===== src/rtl/oar_pkg.sv =====
// Package: shared addressing-mode type for the operand address register.
// Assumes the two-bit mode code is decoded identically by every submodule.
package oar_pkg;
    typedef enum logic [1:0] {
        AM_TWO      = 2'b00,
        AM_THREE    = 2'b01,
        AM_FOUR     = 2'b10,
        AM_FOUR_ALT = 2'b11
    } addr_mode_e;
endpackage


===== src/rtl/oar_span_sel.sv =====
// Span selector: produces the bit masks that a load and a step may change.
// Assumes the low spans are contiguous from bit 0 and LOW2_W < LOW3_W <= ADDR_W.
module oar_span_sel
    import oar_pkg::*;
#(
    parameter int ADDR_W = 19,
    parameter int ACT_W  = 19,
    parameter int LOW2_W = 12,
    parameter int LOW3_W = 15
) (
    input  addr_mode_e        mode,
    input  logic              full_ld,
    input  logic              periph,
    output logic [ADDR_W-1:0] load_mask,
    output logic [ADDR_W-1:0] step_mask
);
    localparam logic [ADDR_W-1:0] ACT_MASK = ADDR_W'((64'd1 << ACT_W) - 64'd1);
    localparam logic [ADDR_W-1:0] M_TWO    = ADDR_W'((64'd1 << LOW2_W) - 64'd1) & ACT_MASK;
    localparam logic [ADDR_W-1:0] M_THREE  = ADDR_W'((64'd1 << LOW3_W) - 64'd1) & ACT_MASK;

    logic [ADDR_W-1:0] mode_mask;

    // Purpose: span written by a short-mode load or internal step.
    always_comb begin
        unique case (mode)
            AM_TWO:   mode_mask = M_TWO;
            AM_THREE: mode_mask = M_THREE;
            default:  mode_mask = ACT_MASK;
        endcase
    end

    // Purpose: full-register load overrides the mode span.
    always_comb load_mask = full_ld ? ACT_MASK : mode_mask;

    // Purpose: peripheral transfers always step across the whole register.
    always_comb step_mask = periph ? ACT_MASK : mode_mask;
endmodule


===== src/rtl/oar_load_merge.sv =====
// Load merge: writes the masked part of the new address, keeps the rest.
// Assumes the mask already excludes unimplemented bits.
module oar_load_merge #(
    parameter int ADDR_W = 19
) (
    input  logic [ADDR_W-1:0] cur,
    input  logic [ADDR_W-1:0] addr,
    input  logic [ADDR_W-1:0] mask,
    output logic [ADDR_W-1:0] merged
);
    // Purpose: bitwise select between old and loaded value.
    always_comb merged = (cur & ~mask) | (addr & mask);
endmodule


===== src/rtl/oar_step_unit.sv =====
// Step unit: adds or subtracts one inside the masked low span, wrapping
// there and leaving bits outside the span untouched. Both or neither
// strobe gives no step. Assumes the mask is contiguous from bit 0.
module oar_step_unit #(
    parameter int ADDR_W = 19
) (
    input  logic [ADDR_W-1:0] cur,
    input  logic [ADDR_W-1:0] mask,
    input  logic              inc,
    input  logic              dec,
    output logic              step_en,
    output logic [ADDR_W-1:0] stepped
);
    logic [ADDR_W-1:0] sum;

    // Purpose: one step is taken only when exactly one strobe is high.
    always_comb step_en = inc ^ dec;

    // Purpose: full-width add/subtract, then confine the change to the span.
    always_comb begin
        sum     = inc ? cur + ADDR_W'(1) : cur - ADDR_W'(1);
        stepped = (cur & ~mask) | (sum & mask);
    end
endmodule


===== src/rtl/oper_addr_reg.sv =====
// Operand address register: holds the operand address with bank/sector
// retention for short addressing modes. Load wins over a step; both step
// strobes together hold. Assumes 12 <= ACT_W <= ADDR_W.
module oper_addr_reg
    import oar_pkg::*;
#(
    parameter int ADDR_W = 19,
    parameter int ACT_W  = 19,
    parameter int LOW2_W = 12,
    parameter int LOW3_W = 15
) (
    input  logic              clk,
    input  logic              rst_n,
    input  logic              load_i,
    input  logic [1:0]        mode_i,
    input  logic              full_ld_i,
    input  logic [ADDR_W-1:0] addr_i,
    input  logic              inc_i,
    input  logic              dec_i,
    input  logic              periph_i,
    output logic [ADDR_W-1:0] oper_addr_o
);
    localparam logic [ADDR_W-1:0] ACT_MASK = ADDR_W'((64'd1 << ACT_W) - 64'd1);

    addr_mode_e        mode;
    logic [ADDR_W-1:0] load_mask, step_mask, merged, stepped, q;
    logic              step_en;

    // Purpose: cast the raw mode code to the shared type.
    always_comb mode = addr_mode_e'(mode_i);

    oar_span_sel #(
        .ADDR_W(ADDR_W), .ACT_W(ACT_W), .LOW2_W(LOW2_W), .LOW3_W(LOW3_W)
    ) u_span (
        .mode(mode), .full_ld(full_ld_i), .periph(periph_i),
        .load_mask(load_mask), .step_mask(step_mask)
    );

    oar_load_merge #(.ADDR_W(ADDR_W)) u_load (
        .cur(q), .addr(addr_i), .mask(load_mask), .merged(merged)
    );

    oar_step_unit #(.ADDR_W(ADDR_W)) u_step (
        .cur(q), .mask(step_mask), .inc(inc_i), .dec(dec_i),
        .step_en(step_en), .stepped(stepped)
    );

    // Purpose: the address register with load-over-step priority.
    always_ff @(posedge clk) begin
        if (!rst_n)       q <= '0;
        else if (load_i)  q <= merged & ACT_MASK;
        else if (step_en) q <= stepped & ACT_MASK;
    end

    // Purpose: whole register is the operand address.
    always_comb oper_addr_o = q;

    assert_upper_zero_R9: assert property (@(posedge clk) disable iff (!rst_n)
        (oper_addr_o & ~ACT_MASK) == '0);

    assert_bank_load_R2: assert property (@(posedge clk) disable iff (!rst_n)
        load_i && !full_ld_i && mode_i == 2'b00 |=>
        oper_addr_o[LOW2_W-1:0] == $past(addr_i[LOW2_W-1:0]) &&
        oper_addr_o[ADDR_W-1:LOW2_W] == $past(oper_addr_o[ADDR_W-1:LOW2_W]));

    assert_full_load_R5: assert property (@(posedge clk) disable iff (!rst_n)
        load_i && full_ld_i |=> oper_addr_o == ($past(addr_i) & ACT_MASK));

    assert_bank_step_R6: assert property (@(posedge clk) disable iff (!rst_n)
        !load_i && (inc_i ^ dec_i) && !periph_i && mode_i == 2'b00 |=>
        oper_addr_o[ADDR_W-1:LOW2_W] == $past(oper_addr_o[ADDR_W-1:LOW2_W]));

    assert_sector_step_R7: assert property (@(posedge clk) disable iff (!rst_n)
        !load_i && (inc_i ^ dec_i) && !periph_i && mode_i == 2'b01 |=>
        oper_addr_o[ADDR_W-1:LOW3_W] == $past(oper_addr_o[ADDR_W-1:LOW3_W]));

    assert_both_hold_R10: assert property (@(posedge clk) disable iff (!rst_n)
        !load_i && inc_i && dec_i |=> $stable(oper_addr_o));
endmodule


===== config.mk =====
export PLATFORM = sky130hd
export DESIGN_NAME = oper_addr_reg
export DESIGN_NICKNAME = d
export VERILOG_FILES = /design/src/rtl/oar_pkg.sv /design/src/rtl/oar_span_sel.sv /design/src/rtl/oar_load_merge.sv /design/src/rtl/oar_step_unit.sv /design/src/rtl/oper_addr_reg.sv
export SDC_FILE = /design/constraint.sdc
export NUM_CORES = 1
export LEC_CHECK = 0
export ABC_CLOCK_PERIOD_IN_PS = 7800
export BUFFER_PORTS_ARGS = -buffer_cell sky130_fd_sc_hd__buf_2
export CAP_MARGIN = 10
export CORE_AREA = 4 4 72 74
export DETAILED_ROUTE_END_ITERATION = 12
export DIE_AREA = 0 0 76 78
export PLACE_DENSITY = 0.6
export SLEW_MARGIN = 20
export SYNTH_ARGS = -nofsm -noshare
export SYNTH_HDL_FRONTEND = slang
export SYNTH_SLANG_ARGS = --single-unit

===== constraint.sdc =====
create_clock -name clk -period 7.8 [get_ports clk]
set_input_delay 1.56 -clock clk [delete_from_list [all_inputs] [get_ports clk]]
set_output_delay 1.56 -clock clk [all_outputs]
set_load 0.02 [all_outputs]

; ---- After elaboration in Yosys (flattened, before gate mapping)
; Cells that the tools add are included.
[op_classes]
n_addsub = 2
eq_ne = 1
mux = 6
n_bitwise = 9
n_reduce_logical = 2
[ops]
columns = operator, count
row1 = 2-to-1 mux 19 bit, 5
row2 = bitwise AND 19 bit, 4
row3 = NOT 19 bit, 2
row4 = OR 19 bit, 2
row5 = one-hot mux 19 bit (2 select lines), 1
row6 = "adder 19 x 1 -> 19 bit, second input constant", 1
row7 = "subtractor 19 x 1 -> 19 bit, second input constant", 1
row8 = "== test 2 x 1 -> 1 bit, second input constant", 1
row9 = zero test 2 bit, 1
row10 = nonzero test 2 bit, 1
row11 = bitwise XOR 1 bit, 1
[totals]
regBits = 19
in_bits = 28
out_inout_bits = 19
word_cells = 21

; ---- Depth between registers and ports, before layout
; Gate-level depths: netlist of the first run.
[logic_depth]
word_depth = 8
depth_mapped = 9
depth_no_buf = 9

; ---- Cells and area by module
; A second synthesis of the first run with hierarchy kept.
[unflattened]
cells_unflattened = 292
area_unflattened_um2 = 2742.6
[by_module_without_submodules]
columns = mod, instances, cells_per_inst, area_per_inst_um2, seq_area_each_um2
row1 = oar_step_unit, 1, 150, 1163.6, 0.0
row2 = oper_addr_reg, 1, 84, 1009.7, 380.4
row3 = oar_load_merge, 1, 19, 285.3, 0.0
row4 = oar_span_sel, 1, 39, 284.0, 0.0

; ---- Worst setup path before layout of the first run
; No wires, ideal clock.
[synth_timing]
kind = input -> register
start = input port inc_i
end = register (tool-made name)
setup_time_ns = 0.122
t_arrival_ns = 3.483
required_ns = 7.678
slack_ns = 4.195
cell_stages = 9
n_path_buf = 0
cell_sequence = inv_1 -> ha_1 -> and2b_1 -> o2111ai_1 -> a21oi_2 -> o211ai_1 -> a211o_1 -> a21oi_1 -> a311o_1
[synth_lines]
columns = item, line_no
row1 = from (decl), oper_addr_reg.sv:18  ; input logic inc_i,

==> flow_summary.json, run 1 <==
{
  "grt_pass1_wl_microns": 7650,
  "dieArea_sq_um": 5930,
  "worst_setup_path_end_kind": "flop",
  "gr-usage-all-layers": 0.154,
  "ctsResizeCount": 0,
  "vias": 1752,
  "cp_data_arrival_time_ns": 4.03,
  "rows": 25,
  "path_clk_slew_ns": 0.08,
  "cts.path.max_buffers": 2,
  "start_util": 0.387,
  "setup_tns_ns": 0,
  "maxSlewViolCount": 0,
  "nFillCells": 485,
  "insertion_delay_ns": 0.26,
  "clockRootBuffer": "clkbuf_8",
  "grt_pass1_vias": 1616,
  "max-cap-violations": 0,
  "max_freq_ghz": 0.258,
  "clkSinkCount": 19,
  "slew_headroom": 0.568,
  "multi_input_area_sq_um": 1340,
  "p_switching_w": 0.000137,
  "ys.flop_type": "dfxtp_1",
  "portBuffers": 46,
  "powerDensity_nw_per_um2": 167,
  "cts_tree": "done",
  "cp-start-kind": "input port",
  "intPower_w": 0.000213,
  "antenna_cells": 0,
  "skew_ns": 0.00162,
  "core_region_area_sq_um": 4600,
  "wl_microns": 4500,
  "gp_congestion": 0.814,
  "netlist_instances": 217,
  "post-cts-setup-buffer-count": 0,
  "combPwrFrac": 0.461,
  "synth-seq-area-share": 0.214,
  "drc": 0,
  "dieWidth_microns": 76,
  "hold_depth": 1,
  "worstPathMaxFanout": 17,
  "antenna_found_initial": 0,
  "status": "completed",
  "dr.pass1.iters": 4,
  "synth_fp_nets": 263,
  "finalSetupViolations": 0,
  "synth_async_sr_flop_share": 0,
  "cts_max_level": 1,
  "numCtsBuffers": 3,
  "worst_slew_pin_slew_ns": 0.647,
  "p_clk_frac": 0.207,
  "crit_type": "in -> reg",
  "post-route-period-util": 0.496,
  "yosysWarnings": 0,
  "r2r_slack_ns": 5.30,
  "hold_path_class": "reg -> reg",
  "worst-r2r-cell-count": 9,
  "drt-vias-per-instance": 5.56,
  "num_io_pins": 47,
  "vdd_drop_max_v": 0.0000748,
  "hold_viol": 0,
  "switching_share": 0.392,
  "grt.overflow.total": 0,
  "critPathRequiredTime_ns": 7.95,
  "final_nets": 308,
  "grt_max_degree": 29,
  "first_iter_violations": 86,
  "seqCellArea_sq_um": 380,
  "yosysUniqueCellTypes": 49,
  "power_leakage_nw": 1.00,
  "layout-drive-gt1-share": 0.226,
  "die_h_microns": 78,
  "worst_hold_slack_ns": 0.561,
  "ys_ff_latch": 19,
  "drt-wirelength-per-cell_microns": 14.3,
  "postCtsHoldBufs": 0,
  "ant_nets": 0,
  "r2r-start": "oper_addr_o[0]",
  "synth-edff-count": 0,
  "pwr-share-seq": 0.332,
  "hpwlAfterDp_microns": 3390,
  "rsz0062_at_grt": "false",
  "period_minus_slack_ns": 3.87,
  "synthesis.area_sq_um": 1780,
  "syn_to_final_growth_pct": 18.2,
  "syn_avg_cell_area_sq_um": 8.20
}
## cell families after synthesis
kind of cell	Yosys count	share of synthesized area
fa+ha+maj	18	0.131
buf+inv	16	0.0337
flops	19	0.214
simple gates	59	0.168
compound gates	93	0.391
xor+xnor	12	0.0633
## cell usage in the layout, fill, tap and decap left out, types with 2 or more instances in the layout
cell type  netlist  layout
nor3_1           5       5
a22o_1           3       3
nor2b_1          2       2
a21boi_0         2       2
o311ai_0         4       4
nand3b_1         2       2
and2_1           4       4
nor3b_1          2       2
nand2b_1         4       4
buf_2            0      46
o211ai_1         8       8
a32o_1           2       2
ha_1            17      17
nand3_1          3       3
nor2_1          11      11
o31ai_1          2       2
a22oi_1          3       3
o21a_1           3       3
xnor2_1          8       8
xor2_1           3       3
dfxtp_1         19      19
o211a_1          9       9
a21oi_1         21      21
a31oi_1          2       2
inv_1            9       9
or3_1            4       4
clkbuf_8         0       3
o21ai_0         13      13
a21o_1           7       7
nand2_1         18      18
## layout make-up
cell class	count	share of cell area
repair buffers	47	0.113
well taps	54	0.0321
clock buffers	4	0.0214
multi-input cells	182	0.637
inverters	9	0.0161
flip-flops and latches	19	0.181
## per-stage QoR
step | setup slack (ns) | instance area (sq um) | instances | total power (W) | util
floorplan | 4.20 | 1780 | 217 | 0.000240 | -
global placement | 3.72 | 2060 | 311 | 0.000280 | 0.448
detailed placement | 3.66 | 2060 | 311 | 0.000280 | 0.448
CTS | 3.94 | 2100 | 315 | 0.000355 | 0.458
global route | 3.59 | 2100 | 315 | 0.000378 | 0.458
finish | 3.93 | 2100 | 315 | 0.000351 | 0.458
## critical path: stages
cell       delay [ns]
buf_2            0.15
inv_1            0.48
ha_1             0.37
and2b_1          0.20
o2111ai_1        0.26
a21oi_2          0.14
o211ai_1         0.29
a211o_1          0.19
a21oi_1          0.06
a311o_1          0.31
## routing by layer
metal / vias up / GRT usage / wire, microns
met2: 38 / 0.237 / 2000
met1: 796 / 0.217 / 2240
met5: - / 0 / 0
li1: 914 / - / -
met4: 0 / 0.0320 / 47
met3: 4 / 0.0336 / 210
## cells in the mapped netlist (3+ instances only)
cell type   n  area share
o311ai_0    4       0.020
and2_1      4       0.014
xor2_1      3       0.015
a21oi_1    21       0.059
clkbuf_1    7       0.015
or3_1       4       0.014
nor2_1     11       0.023
a21o_1      7       0.030
o21a_1      3       0.013
dfxtp_1    19        0.21
ha_1       17        0.12
o211a_1     9       0.051
inv_1       9       0.019
a22oi_1     3       0.013
nor3_1      5       0.014
xnor2_1     8       0.039
a22o_1      3       0.015
nand2b_1    4       0.014
o21ai_0    13       0.037
nand3_1     3      0.0084
o211ai_1    8       0.034
nand2_1    18       0.038
## power by group through the flow
| stage | clock network (W) | registers [W] | logic (W) |
|---|---|---|---|
| global placement | 0 | 0.000119 | 0.000161 |
| global route | 0.0000783 | 0.000118 | 0.000181 |
| detailed placement | 0 | 0.000119 | 0.000161 |
| floorplan | 0 | 0.000130 | 0.000110 |
| finish | 0.0000726 | 0.000116 | 0.000161 |
| CTS | 0.0000761 | 0.000117 | 0.000162 |
## worst max path at each step
stage | startpoint | endpoint | cells after the start | slack (ns)
6_report | inc_i | flop | 10 | 3.93
5_1_grt | inc_i | flop | 10 | 3.59
4_1_cts | inc_i | flop | 10 | 3.94
3_5_place_dp | inc_i | flop | 10 | 3.66
3_3_place_gp | inc_i | flop | 10 | 3.72
2_1_floorplan | inc_i | flop | 9 | 4.20
Power figures use the tool's default switching activity.
==> run 2: changes to the inputs <==
--- a/config.mk
+++ b/config.mk
@@ -5,13 +5,14 @@
 export SDC_FILE = /design/constraint.sdc
 export NUM_CORES = 1
 export LEC_CHECK = 0
-export ABC_CLOCK_PERIOD_IN_PS = 7800
+export ABC_AREA = 1
+export ABC_CLOCK_PERIOD_IN_PS = 3500
 export BUFFER_PORTS_ARGS = -buffer_cell sky130_fd_sc_hd__buf_2
 export CAP_MARGIN = 10
-export CORE_AREA = 4 4 72 74
+export CORE_AREA = 4 4 77 79
 export DETAILED_ROUTE_END_ITERATION = 12
-export DIE_AREA = 0 0 76 78
-export PLACE_DENSITY = 0.6
+export DIE_AREA = 0 0 81 83
+export PLACE_DENSITY = 0.61
 export SLEW_MARGIN = 20
 export SYNTH_ARGS = -nofsm -noshare
 export SYNTH_HDL_FRONTEND = slang
==> constraint.sdc (replaced) <==
create_clock -name clk -period 3.5 [get_ports clk]
set_input_delay 0.7 -clock clk [delete_from_list [all_inputs] [get_ports clk]]
set_output_delay 0.7 -clock clk [all_outputs]
set_load 0.02 [all_outputs]
==> run 2 against run 1 <==
Power grew 150%. Worst setup slack lost 2.7 ns. Die area grew 13%. Clock power grew 120%. Wire length grew 24%. Sequential share of layout area shrank 2.1 points. Utilization shrank 1.2 points. Critical path depth grew 2. Register-to-register slack lost 3.8 ns.
==> flow_summary.json, run 2 <==
{
  "status": "completed",
  "netlist_instances": 342,
  "worst_slew_pin_slew_ns": 0.480,
  "skew_ns": 0.00649,
  "vias": 2258,
  "grt_pass1_vias": 2143,
  "post-route-period-util": 0.656,
  "ctsResizeCount": 0,
  "cts_tree": "done",
  "grt_pass1_wl_microns": 9530,
  "finalSetupViolations": 0,
  "rsz0062_at_grt": "false",
  "portBuffers": 46,
  "syn_avg_cell_area_sq_um": 6.01,
  "yosys.cell_count.top_type": "nand2_1",
  "synth_fp_nets": 388,
  "start_util": 0.385,
  "grt.overflow.total": 0,
  "ys.flop_type": "dfxtp_1",
  "clockRootBuffer": "clkbuf_8",
  "drt-vias-per-instance": 4.92,
  "dieWidth_microns": 81,
  "layout-drive-gt1-share": 0.183,
  "postCtsHoldBufs": 0,
  "antenna_found_initial": 0,
  "antenna_cells": 0,
  "core_region_area_sq_um": 5340,
  "finalWorstSetupSlack_ns": 1.21,
  "synthesis.area_sq_um": 2060,
  "crit_type": "in -> reg",
  "max_freq_ghz": 0.436,
  "worstPathMaxFanout": 19,
  "post-place-ws_ns": 0.935,
  "crit_path_start": "inc_i",
  "first_iter_violations": 149,
  "num_io_pins": 47,
  "synth_async_sr_flop_share": 0,
  "powerDensity_nw_per_um2": 362,
  "slew_headroom": 0.679,
  "setup_tns_ns": 0,
  "period_minus_slack_ns": 2.29,
  "yosysWarnings": 0,
  "critPathRequiredTime_ns": 3.69,
  "hold_viol": 0,
  "numCtsBuffers": 3,
  "post-cts-setup-buffer-count": 0,
  "maxSlewViolCount": 0,
  "hpwlAfterDp_microns": 4610,
  "power_leakage_nw": 1.33,
  "ys_ff_latch": 19,
  "insertion_delay_ns": 0.26,
  "cts_max_level": 1,
  "gr-usage-all-layers": 0.174,
  "drt-wirelength-per-cell_microns": 12.2,
  "yosys.area.top_type": "nand2_1",
  "wl_microns": 5580,
  "path_clk_slew_ns": 0.07,
  "rows": 27,
  "grt_max_degree": 22,
  "hp-start": "oper_addr_o[10]",
  "synth-seq-area-share": 0.185,
  "cp-start-kind": "input port",
  "synth_area_leaders": "nand2_1 (19%), dfxtp_1 (19%), ha_1 (10%)",
  "synth_top_cell_area_share": 0.194,
  "layout_commonest_cell": "nand2_1",
  "cts.path.max_buffers": 2,
  "nFillCells": 611,
  "final_nets": 434,
  "worst_setup_path_end_kind": "flop",
  "hold_path_class": "reg -> reg",
  "die_h_microns": 83,
  "r2r-start": "oper_addr_o[0]",
  "ant_nets": 0,
  "drc": 0,
  "dr.pass1.iters": 4,
  "yosys-top-cells-count": "nand2_1 (106), inv_1 (43), a21oi_1 (31)",
  "syn_to_final_growth_pct": 15.7,
  "dieArea_sq_um": 6720,
  "vdd_drop_max_v": 0.000180,
  "most-common-layout-cells": "nand2_1 (106), buf_2 (46), inv_1 (43), a21oi_1 (31), nor2_1 (29)",
  "clkSinkCount": 19,
  "synth-edff-count": 0,
  "cp_data_arrival_time_ns": 2.49,
  "yosysUniqueCellTypes": 28,
  "max-cap-violations": 0,
  "gp_congestion": 0.859
}
-- run 2: cell types whose count changed in the layout (fill, tap and decap cells not counted), sizes merged, moves of 9 or more --
cell,before,now
a21oi,22,35
inv,9,47
nand2,18,111
nand3,3,24
nor2,11,31
o211a,9,0
o211ai,9,0
o21ai,15,26
xnor2,9,0
-- run 2: area by class of cell --
| type | instances | area (sq um) | area share |
|---|---|---|---|
| clock buffer | 4 | 45.0 | 0.0189 |
| timing repair buffer | 46 | 230 | 0.0968 |
| tap | 72 | 90.1 | 0.0379 |
| multi-input combinational | 271 | 1460 | 0.612 |
| sequential | 19 | 380 | 0.160 |
| inverter | 47 | 176 | 0.0742 |
-- run 2: path summary, 6_finish.rpt --
kind,endpoint,slack (ns),depth (start not counted)
worst max-delay path,flop,1.21,12
worst min-delay path,oper_addr_o[10],0.51,2
worst max register to register,flop,1.54,13
worst min register to register,oper_addr_o[10],0.51,2
-- run 2: per-layer routing --
metal	global-route usage	share of wire
met2	0.272	0.44
met4	0.0476	0.016
met5	0	0
met3	0.0163	0.031
met1	0.251	0.51
-- run 2: logic make-up (layout without fill, tap and decap cells) --
kind of cell,Yosys count,count (layout),share of synthesized area
buf+inv,52,97,0.107
compound gates,69,69,0.188
flops,19,19,0.185
fa+ha+maj,18,18,0.113
xor+xnor,7,7,0.0298
simple gates,177,177,0.377
-- run 2: stage by stage --
step | power (W) | hold slack [ns] | instance area (sq um) | utilization | std cells
floorplan | 0.000593 | 0.556 | 2060 | - | 342
global placement | 0.000702 | 0.489 | 2330 | 0.437 | 455
detailed placement | 0.000703 | 0.490 | 2330 | 0.437 | 455
CTS | 0.000864 | 0.505 | 2380 | 0.446 | 459
global route | 0.000938 | 0.533 | 2380 | 0.446 | 459
finish | 0.000861 | 0.511 | 2380 | 0.446 | 459
-- run 2: worst max-delay path, stage by stage --
cell	delay (ns)
buf_2	0.13
inv_2	0.30
ha_1	0.36
nand2_2	0.16
inv_1	0.07
a21oi_2	0.18
nand3_1	0.15
nand2_1	0.11
nand2_1	0.05
nand2_1	0.06
nand3_1	0.07
a21oi_1	0.14
-- run 2: report_power, final --
part / internal, W / total, W / switching, W / leakage, nW
sequential: 0.000241 / 0.000264 / 0.0000225 / 0.158
combinational: 0.000155 / 0.000437 / 0.000283 / 1.15
clock: 0.0000811 / 0.000160 / 0.0000786 / 0.0228
==> run 3: changes to the inputs <==
--- a/config.mk
+++ b/config.mk
@@ -6,7 +6,7 @@
 export NUM_CORES = 1
 export LEC_CHECK = 0
 export ABC_AREA = 1
-export ABC_CLOCK_PERIOD_IN_PS = 3500
+export ABC_CLOCK_PERIOD_IN_PS = 1900
 export BUFFER_PORTS_ARGS = -buffer_cell sky130_fd_sc_hd__buf_2
 export CAP_MARGIN = 10
 export CORE_AREA = 4 4 77 79
==> constraint.sdc (replaced) <==
create_clock -name clk -period 1.9 [get_ports clk]
set_input_delay 0.38 -clock clk [delete_from_list [all_inputs] [get_ports clk]]
set_output_delay 0.38 -clock clk [all_outputs]
set_load 0.02 [all_outputs]
==> run 3 against run 2 <==
Critical path depth up 1. Clock skew is 0.0048 ns lower. Wire length rose by 1.2%. Die area stayed put. Hold slack got worse by 0.14 ns. Global-route usage up 0.62 points.
==> flow_summary.json, run 3 (synthesis results as in run 2) <==
{
  "final_nets": 469,
  "gr-usage-all-layers": 0.180,
  "num_io_pins": 47,
  "gp_congestion": 0.833,
  "vdd_drop_max_v": 0.000292,
  "start_util": 0.385,
  "grt.overflow.total": 0,
  "postCtsHoldBufs": 0,
  "powerDensity_nw_per_um2": 650,
  "p_switching_w": 0.000744,
  "clockRootBuffer": "clkbuf_8",
  "die_h_microns": 83,
  "core_region_area_sq_um": 5340,
  "dr.pass1.iters": 4,
  "drt-vias-per-instance": 4.73,
  "place_inst": 490,
  "status": "completed",
  "hold_path_class": "in -> reg",
  "finalSetupViolations": 0,
  "layout-drive-gt1-share": 0.273,
  "hold_viol": 0,
  "instances_no_fill": 494,
  "portBuffers": 46,
  "ant_nets": 0,
  "period_minus_slack_ns": 1.77,
  "power_leakage_nw": 1.51,
  "crit_buf_inv": 4,
  "worst_path_most_repeated_cell": "nand3_1",
  "cp-start-kind": "input port",
  "intPower_w": 0.00100,
  "fin_area_sq_um": 2690,
  "syn_to_final_growth_pct": 30.6,
  "numCtsBuffers": 3,
  "layout_commonest_cell": "nand2_1",
  "antenna_found_initial": 0,
  "post-route-period-util": 0.932,
  "pwr-share-seq": 0.278,
  "max_freq_ghz": 0.565,
  "crit_type": "in -> reg",
  "slew_headroom": 0.727,
  "drt-wirelength-per-cell_microns": 11.4,
  "grt_pass1_vias": 2261,
  "cp_data_arrival_time_ns": 1.97,
  "most-common-layout-cells": "nand2_1 (105), buf_2 (46), inv_1 (42), buf_4 (34), a21oi_1 (30)",
  "dieWidth_microns": 81,
  "hpwlAfterDp_microns": 4740,
  "clkSinkCount": 19,
  "cts.path.max_buffers": 2,
  "wl_microns": 5650,
  "worst_slew_pin_slew_ns": 0.406,
  "skew_ns": 0.00170,
  "power_w": 0.00175,
  "dieArea_sq_um": 6720,
  "cts_tree": "done",
  "critPathRequiredTime_ns": 2.10,
  "worstPathMaxFanout": 16,
  "crit_path_max_incr_delay_ns": 0.35,
  "max-cap-violations": 0,
  "grt_max_degree": 17,
  "rows": 27,
  "grt_pass1_wl_microns": 9760,
  "p_clk_frac": 0.175,
  "ctsResizeCount": 0,
  "dpl_cell_area_sq_um": 2610,
  "path_clk_slew_ns": 0.08,
  "cp_top_family": "simple AND/OR/NAND/NOR gates",
  "path_cells": "buf_2 -> inv_2 -> buf_12 -> ha_1 -> nand2_2 -> buf_4 -> nor2_1 -> nand3_1 -> nand3_1 -> nand2_1 -> nand3_1 -> nand2_1 -> a21oi_1",
  "post-cts-setup-buffer-count": 0,
  "first_iter_violations": 87,
  "cpMaxStageDelayCell": "ha_1",
  "maxSlewViolCount": 0,
  "vias": 2335,
  "cts_max_level": 1,
  "combPwrFrac": 0.547,
  "worst_setup_path_end_kind": "flop",
  "switching_share": 0.426,
  "antenna_cells": 0,
  "insertion_delay_ns": 0.27,
  "drc": 0
}
## run 3: path summary, 6_finish.rpt
| kind | start | end | slack [ns] | cells past startpoint |
|---|---|---|---|---|
| worst min-delay path | addr_i[4] | oper_addr_o[4] | 0.37 | 3 |
| worst max register to register | oper_addr_o[8] | oper_addr_o[11] | 0.17 | 10 |
| worst max-delay path | inc_i | oper_addr_o[11] | 0.13 | 13 |
| worst min register to register | oper_addr_o[10] | oper_addr_o[10] | 0.50 | 2 |
## run 3: final cells by class
cell class	instances	area (sq um)
Sequential cell	19	382
Timing Repair Buffer	81	505
Inverter	47	176
Fill cell	575	2650
Multi-Input combinational cell	271	1490
Clock inverter	1	5.00
Tap cell	72	90.1
Clock buffer	3	41.3
## run 3: power by group through the flow
stage	Clock, W	Combinational, W	Sequential [W]
after CTS	0.000316	0.000944	0.000485
after detailed placement	0	0.000939	0.000493
after global routing	0.000335	0.00108	0.000492
after floorplan	0	0.000551	0.000541
final	0.000306	0.000955	0.000485
after global placement	0	0.000933	0.000495
## run 3: stage by stage
step / setup WS [ns] / hold slack (ns) / util / setup TNS (ns)
final: 0.129 / 0.375 / 0.503 / 0
after global routing: -0.00303 / 0.389 / 0.503 / -0.00303
after CTS: 0.0923 / 0.370 / 0.497 / 0
after detailed placement: -0.170 / 0.481 / 0.489 / -1.25
after global placement: -0.164 / 0.488 / 0.489 / -1.01
after floorplan: 0.129 / 0.518 / - / 0
## run 3: per-layer routing
metal	GRT usage	up-vias	wire, microns
li1	-	1277	-
met4	0.0614	0	60
met1	0.262	1005	2820
met3	0.0195	6	276
met2	0.272	47	2490
met5	0	-	0
## run 3: worst min-delay path, stage by stage
cell,delay [ns]
buf_2,0.10
nand2_1,0.05
a31oi_1,0.07
